==> config.mk <==
export PLATFORM = sky130hd
export DESIGN_NAME = hb_osc_ctrl
export DESIGN_NICKNAME = d
export VERILOG_FILES = /design/src/rtl/hb_osc_pkg.sv /design/src/rtl/hb_supply_mon.sv /design/src/rtl/hb_ramp_gen.sv /design/src/rtl/hb_phase_drv.sv /design/src/rtl/hb_osc_ctrl.sv
export SDC_FILE = /design/constraint.sdc
export NUM_CORES = 1
export LEC_CHECK = 0
export CORE_MARGIN = 8
export CORE_UTILIZATION = 51
export CTS_BUF_LIST = sky130_fd_sc_hd__clkbuf_4
export CTS_CLUSTER_DIAMETER = 200
export DETAILED_ROUTE_END_ITERATION = 7
export HOLD_SLACK_MARGIN = 0.1
export PLACE_DENSITY_LB_ADDON = 0.05
export SLEW_MARGIN = 20
export SYNTH_ARGS = -nofsm -noshare
export SYNTH_HDL_FRONTEND = slang
export SYNTH_SLANG_ARGS = --single-unit
==> constraint.sdc <==
create_clock -name clk -period 3.5 [get_ports clk]
set_input_delay 0.35 -clock clk [delete_from_list [all_inputs] [get_ports clk]]
set_output_delay 0.35 -clock clk [all_outputs]
set_load 0.005 [all_outputs]
==> src/rtl/hb_osc_pkg.sv <==
package hb_osc_pkg;

  typedef enum logic [2:0] {
    PH_OFF   = 3'd0,
    PH_DT_LO = 3'd1,
    PH_LO    = 3'd2,
    PH_DT_HO = 3'd3,
    PH_HO    = 3'd4
  } phase_t;

  typedef enum logic [1:0] {
    MODE_LOCKOUT = 2'd0,
    MODE_HOLD    = 2'd1,
    MODE_RUN     = 2'd2
  } mode_t;

endpackage

==> src/rtl/hb_supply_mon.sv <==
module hb_supply_mon #(
  parameter int SUP_W   = 5,
  parameter int ON_LVL  = 11,
  parameter int OFF_LVL = 9
) (
  input  logic             clk,
  input  logic             rst,
  input  logic [SUP_W-1:0] sup_code,
  output logic             sup_ok
);

  localparam logic [SUP_W-1:0] ON_V  = SUP_W'(ON_LVL);
  localparam logic [SUP_W-1:0] OFF_V = SUP_W'(OFF_LVL);

  always_ff @(posedge clk) begin
    if (rst) begin
      sup_ok <= 1'b0;
    end else if (!sup_ok && (sup_code >= ON_V)) begin
      sup_ok <= 1'b1;
    end else if (sup_ok && (sup_code < OFF_V)) begin
      sup_ok <= 1'b0;
    end
  end

endmodule

==> src/rtl/hb_ramp_gen.sv <==
module hb_ramp_gen #(
  parameter int FS       = 96,
  parameter int STEP_DIV = 1
) (
  input  logic clk,
  input  logic rst,
  input  logic sup_ok,
  input  logic pull_low,
  output logic at_low,
  output logic at_high,
  output logic below_sd
);

  localparam int RAMP_W = $clog2(FS + 1);
  localparam int DIV_W  = (STEP_DIV > 1) ? $clog2(STEP_DIV) : 1;
  localparam logic [RAMP_W-1:0] LOW_V  = RAMP_W'(FS / 3);
  localparam logic [RAMP_W-1:0] HIGH_V = RAMP_W'((2 * FS) / 3);
  localparam logic [RAMP_W-1:0] SD_V   = RAMP_W'(FS / 6);

  logic              tick;
  logic              rising;
  logic [RAMP_W-1:0] ramp;

  generate
    if (STEP_DIV == 1) begin : g_nodiv
      assign tick = 1'b1;
    end else begin : g_div
      logic [DIV_W-1:0] pre;
      always_ff @(posedge clk) begin
        if (rst || (pre == DIV_W'(STEP_DIV - 1))) pre <= '0;
        else                                      pre <= pre + 1'b1;
      end
      assign tick = (pre == DIV_W'(STEP_DIV - 1));
    end
  endgenerate

  always_ff @(posedge clk) begin
    if (rst || !sup_ok || pull_low) begin
      ramp   <= '0;
      rising <= 1'b1;
    end else if (tick) begin
      if (rising) begin
        if (ramp >= HIGH_V) begin
          rising <= 1'b0;
          ramp   <= ramp - 1'b1;
        end else begin
          ramp <= ramp + 1'b1;
        end
      end else begin
        if (ramp <= LOW_V) begin
          rising <= 1'b1;
          ramp   <= ramp + 1'b1;
        end else begin
          ramp <= ramp - 1'b1;
        end
      end
    end
  end

  assign at_low   = tick && (ramp == LOW_V);
  assign at_high  = tick && (ramp == HIGH_V);
  assign below_sd = (ramp < SD_V);

endmodule

==> src/rtl/hb_phase_drv.sv <==
module hb_phase_drv
  import hb_osc_pkg::*;
#(
  parameter int DT_CYC = 4
) (
  input  logic clk,
  input  logic rst,
  input  logic stop,
  input  logic at_low,
  input  logic at_high,
  output logic lo_en,
  output logic ho_en,
  output logic boot_en
);

  localparam int DT_W = (DT_CYC > 1) ? $clog2(DT_CYC) : 1;
  localparam logic [DT_W-1:0] DT_LAST = DT_W'(DT_CYC - 1);

  phase_t          ph, ph_n;
  logic [DT_W-1:0] dt, dt_n;

  always_comb begin
    ph_n = ph;
    dt_n = dt;
    if (stop) begin
      ph_n = PH_OFF;
      dt_n = '0;
    end else if (at_low) begin
      ph_n = PH_DT_LO;
      dt_n = '0;
    end else if (at_high) begin
      ph_n = PH_DT_HO;
      dt_n = '0;
    end else begin
      case (ph)
        PH_DT_LO: begin
          if (dt == DT_LAST) begin
            ph_n = PH_LO;
            dt_n = '0;
          end else begin
            dt_n = dt + 1'b1;
          end
        end
        PH_DT_HO: begin
          if (dt == DT_LAST) begin
            ph_n = PH_HO;
            dt_n = '0;
          end else begin
            dt_n = dt + 1'b1;
          end
        end
        default: ;
      endcase
    end
  end

  always_ff @(posedge clk) begin
    if (rst) begin
      ph      <= PH_OFF;
      dt      <= '0;
      lo_en   <= 1'b0;
      ho_en   <= 1'b0;
      boot_en <= 1'b0;
    end else begin
      ph      <= ph_n;
      dt      <= dt_n;
      lo_en   <= (ph_n == PH_LO);
      ho_en   <= (ph_n == PH_HO);
      boot_en <= (ph_n == PH_LO);
    end
  end

endmodule

==> src/rtl/hb_osc_ctrl.sv <==
module hb_osc_ctrl
  import hb_osc_pkg::*;
#(
  parameter int SUP_W    = 5,
  parameter int ON_LVL   = 11,
  parameter int OFF_LVL  = 9,
  parameter int FS       = 96,
  parameter int STEP_DIV = 1,
  parameter int DT_CYC   = 4
) (
  input  logic             clk,
  input  logic             rst,
  input  logic [SUP_W-1:0] sup_code,
  input  logic             sd_req,
  output logic             lo_en,
  output logic             ho_en,
  output logic             boot_en,
  output logic [1:0]       mode
);

  logic  sup_ok;
  logic  at_low, at_high, below_sd;
  mode_t mode_q;

  hb_supply_mon #(
    .SUP_W  (SUP_W),
    .ON_LVL (ON_LVL),
    .OFF_LVL(OFF_LVL)
  ) u_sup (
    .clk     (clk),
    .rst     (rst),
    .sup_code(sup_code),
    .sup_ok  (sup_ok)
  );

  hb_ramp_gen #(
    .FS      (FS),
    .STEP_DIV(STEP_DIV)
  ) u_ramp (
    .clk     (clk),
    .rst     (rst),
    .sup_ok  (sup_ok),
    .pull_low(sd_req),
    .at_low  (at_low),
    .at_high (at_high),
    .below_sd(below_sd)
  );

  hb_phase_drv #(
    .DT_CYC(DT_CYC)
  ) u_drv (
    .clk    (clk),
    .rst    (rst),
    .stop   (!sup_ok || below_sd),
    .at_low (at_low),
    .at_high(at_high),
    .lo_en  (lo_en),
    .ho_en  (ho_en),
    .boot_en(boot_en)
  );

  always_ff @(posedge clk) begin
    if (rst)           mode_q <= MODE_LOCKOUT;
    else if (!sup_ok)  mode_q <= MODE_LOCKOUT;
    else if (below_sd) mode_q <= MODE_HOLD;
    else               mode_q <= MODE_RUN;
  end

  assign mode = mode_q;

endmodule

# Word level (Yosys, flattened, before mapping)
# Cells that the tools add are included.
# word_totals
input_bits,8
reg_bits,18
# op_classes
n_lt_le_gt_ge,5
n_addsub,3
n_reduce_logical,10
n_eq_ne,7
bitwise_logic,1
mux,16
# ops
operator,count
7-bit 2-to-1 mux,3
3-bit 2-to-1 mux,5
7-bit by 1-bit adder with 7-bit output (second input constant),1
7-bit by 6-bit equality test with 1-bit output (second input constant),1
7-bit equality test (second input constant),1
7-bit greater-or-equal comparator (second input constant),1
7-bit by 6-bit <= comparator with 1-bit output (second input constant),1
7-bit by 5-bit < comparator with 1-bit output (second input constant),1
7-bit by 1-bit subtractor with 7-bit output (second input constant),1
3-bit by 2-bit equality test with 1-bit output (second input constant),2
3-bit case mux with 2 select lines,1
5-bit by 4-bit greater-or-equal comparator with 1-bit output (second input constant),1
5-bit by 4-bit < comparator with 1-bit output (second input constant),1
1-bit 2-to-1 mux,5
2-bit 2-to-1 mux,2
2-bit OR reduction,2
4-bit OR reduction,1
3-bit by 1-bit equality test with 1-bit output (second input constant),1
3-bit equality test (second input constant),1
1-bit logical OR,3
2-bit by 1-bit adder with 2-bit output (second input constant),1
2-bit equality test (second input constant),1
1-bit logical AND,2
2-bit nonzero test,1
other kinds (2),2

# Depth between registers and ports, before layout
# logic_depth
ltp_word,7
ltp_mapped,6
ltp_nobuf,6

# Cells and area by module
# From an unflattened synthesis, not the netlist that was laid out.
# unflattened
hier_cells,110
hier_area_um2,998.5
# modules_own_cells
module,cells_per_inst,n_inst,area_per_inst_um2
hb_ramp_gen,67,1,548.0
hb_phase_drv,33,1,331.6
hb_osc_ctrl,5,1,67.6
hb_supply_mon,5,1,51.3

# Worst setup path after synthesis
# Ideal clock, no wire load.
# synth_timing
kind,register to register
from,register u_ramp.ramp[0]
to,register u_drv.ho_en
stages_incl_launch_ff,7
t_arrival_ns,1.410
path_slack_ns,1.975
synth_period_minus_slack_ns,1.525
path_cell_list,dfxtp_1 > inv_1 > ha_1 > nor4b_4 > nand2_1 > and3_1 > o21ba_1
# synth_via
elab_chain_len,5
elab_cells_between_ends,8
cone_classes,order compare: 1; eq/ne: 3; mux: 3; reduce/logical: 1
# synth_lines
item,line_no,text
"start, declared",hb_ramp_gen.sv:22,logic [RAMP_W-1:0] ramp;
"start signal, assigned",hb_ramp_gen.sv:45,ramp <= ramp - 1'b1;
"start signal, assigned",hb_ramp_gen.sv:47,ramp <= ramp + 1'b1;
"start signal, assigned",hb_ramp_gen.sv:52,ramp <= ramp + 1'b1;
"parallel branches: the longest is 3 deep, another holds 7-bit by 5-bit < comparator with 1-bit output",--,
3-bit 2-to-1 mux (*),hb_phase_drv.sv:25,if (stop) begin
3-bit equality test (*),hb_phase_drv.sv:68,ho_en <= (ph_n == PH_HO);
"end signal, assigned",hb_phase_drv.sv:68,
"end, declared",hb_phase_drv.sv:12,"output logic ho_en,"
# Mark *: on every way between the ends.
# A chain may end at the register's enable or synchronous reset.

# Final worst setup path
# Same ends and word-level chain as after synthesis.

==> metrics.txt <==
status=finished, final reports clean; Required @ worst endpoint=3690 ps; Max Fanout on Critical Path=6; Final WS setup=1750 ps; leakage power=0.419 nW; most frequent cells in the layout=18 x dfxtp_1, 12 x clkdlybuf4s50_1, 8 x nand2_1; Synth Area per Inst=9.31 um2; CTS hold repair buffers=0; Slew Limit Fails=0; Clock Latency Late Sink=290 ps; DRT antenna net count=0; DR WL/cell=14.3 um; starting density of the core=0.544; Hold Worst Slack=493 ps; Worst slew margin=0.593; vias in the first global route=768; P_int=261 uW; final setup vio count=0; CTS clk-pin slew, worst paths=90 ps; Final Hold Fails=0; Routed WL=~2000 um; via/cell ratio=around 5.6; fin cells=138; io pins=13; Setup Skew=0.920 ps; share of cells above drive strength 1=0.124; DR pass1 iterations=4; fmax=571 MHz; GR Overflow Total=0; Worst EP arrival=1950 ps; max incr delay on CP=between 400 and 500 ps; first-pass GRT wire length=between 3000 and 4000 um; critical path class=reg -> reg; Yosys cell types=38; Tmin final=1750 ps; via count=770; post-cts repair resize count=0; Core Area=0.00175 mm2; Die ar.=0.00350 mm2; Post-CTS Setup Bufs=0; Final period util=0.501; area delta synth->final=15.9%; Worst setup EP type=flip-flop; PwrDens=between 300 and 400 mW/mm2; Final nets=approximately 130; unrepaired setup endpoints after global routing=false; Reg area=about 360 um2; initial antenna violation count=0; diode count=0; GR Util All Layers=0.124; Die H=between 50 and 60 um; worst vdd ir=0.208 mV; Sink Count=18; placed insts=135; slowest CP cell=nor4b_4; Max Cap Violations=0; Clock power frac=0.303; DRT iter0 DRCs=19; multi-input logic area=around 550 um2; post-synthesis sequential area ratio=0.379; Sw Share=0.217; GPL Wtd Cong=0.840; TritonCTS clock tree=built; worst slew pin tran=605 ps; Hold Crit Class=reg -> reg; Comb power frac=0.072; Placement Setup Slack=1570 ps; DR DRC count=0; Worst setup SP type=flip-flop; Synthesized Nets=between 100 and 150; num rows=15; setup TNS=0 ps; CP cell instances=inv_1 > ha_1 > nor4b_4 > nand2_1 > and3_1 > o21ba_1; post-DP HPWL=1510 um; Post-Syn Area=950 um2; leading cell type in the layout, fill and taps excluded=dfxtp_1; die width=around 59 um; count of buffers from port buffering=12; H-tree depth=1; number of synthesized register bits=18; Clock Path Buffers=2; NetSw=72.3 uW; CTS buffer count=3; pin count of the biggest net entering global routing=10; sequential share of power=0.625; fillers=167; yosys warns=0; Syn Inst Count=102; root buf cell=clkbuf_4
-- metal layers --
| metal | global-route usage | vias to the layer above | routed length [um] |
|---|---|---|---|
| li1 | - | 390 | - |
| met1 | 0.121 | 362 | 806 |
| met2 | 0.237 | 14 | 1050 |
| met3 | 0.0412 | 4 | 76 |
| met4 | 0.0410 | 0 | 36 |
| met5 | 0 | - | 0 |
-- critical path: cells and delay by family, from the launching register on --
family	cells	cell delay (ps)
DFF	1	360
adders and majority gates	1	190
AOI/OAI and AO/OA	1	200
and+or+nand+nor	3	800
buffers and inverters	1	110
-- final timing paths --
| kind | slack [ps] | startpoint | depth (start not counted) | endpoint |
|---|---|---|---|---|
| max | 1750 | u_ramp.ramp[0]$_SDFF_PP0_ | 6 | u_drv.ho_en$_SDFF_PP0_ |
| max reg2reg | 1750 | u_ramp.ramp[0]$_SDFF_PP0_ | 6 | u_drv.ho_en$_SDFF_PP0_ |
| min reg2reg | 490 | u_ramp.ramp[0]$_SDFF_PP0_ | 1 | u_ramp.ramp[0]$_SDFF_PP0_ |
| min | 490 | u_ramp.ramp[0]$_SDFF_PP0_ | 1 | u_ramp.ramp[0]$_SDFF_PP0_ |
-- power groups by stage --
stage                     combinational, mW  clock [mW]  sequential, mW
after CTS                            0.0242       0.106           0.208
after global placement               0.0233           0           0.213
after floorplan                      0.0113           0           0.213
after detailed placement             0.0240           0           0.213
after global routing                 0.0271       0.114           0.208
final                                0.0241       0.101           0.208
-- state kept, by name (all words and copies together), names as in the netlist --
register,count
u_drv.ph,3
u_drv.ho_en,1
mode,2
u_drv.dt,2
u_ramp.rising,1
u_ramp.ramp,7
u_drv.boot_en,1
u_sup.sup_ok,1
-- Yosys cell counts (all sizes together) --
library cell / instances / share of area
nand2b: 4 / 0.026
dfxtp: 18 / 0.38
a21oi: 4 / 0.021
o31ai: 1 / 0.0079
nand3: 1 / 0.0053
o21bai: 2 / 0.016
nor4: 1 / 0.0066
or3: 4 / 0.028
a2111oi: 1 / 0.016
buf: 4 / 0.024
o2111ai: 1 / 0.0092
o21ai: 4 / 0.033
a31oi: 1 / 0.0066
nand2: 8 / 0.032
o21ba: 1 / 0.011
xnor2: 1 / 0.0092
maj3: 1 / 0.011
mux2i: 7 / 0.074
nor4b: 1 / 0.025
nor3: 7 / 0.047
nor2: 6 / 0.024
xor2: 1 / 0.0092
a22oi: 1 / 0.0079
nor3b: 3 / 0.024
and3: 3 / 0.022
nand4: 2 / 0.013
a31o: 3 / 0.028
nor2b: 1 / 0.0066
or2: 1 / 0.0066
ha: 4 / 0.053
inv: 5 / 0.020
-- cell type report --
class	count	area share
Timing Repair Buffer	12	0.109
Sequential cell	18	0.327
Multi-Input combinational cell	75	0.498
Inverter	5	0.0170
Clock buffer	3	0.0205
Tap cell	25	0.0284
-- cell families after synthesis --
| kind of cell | after synthesis | share of synthesized area |
|---|---|---|
| AO/OA/AOI/OAI | 19 | 0.155 |
| XOR/XNOR | 2 | 0.0184 |
| adder cells (fa/ha/maj) | 5 | 0.0632 |
| buffers and inverters | 9 | 0.0435 |
| flip-flops | 18 | 0.379 |
| multiplexers | 7 | 0.0738 |
| AND/OR/NAND/NOR | 42 | 0.266 |
-- per-stage QoR --
step	util	instance area (um2)	power, mW
global placement	0.618	1080	0.236
floorplan	-	950	0.224
global route	0.631	1100	0.350
finish	0.631	1100	0.333
CTS	0.631	1100	0.338
detailed placement	0.618	1080	0.237
(Power assumes the default switching activity.)
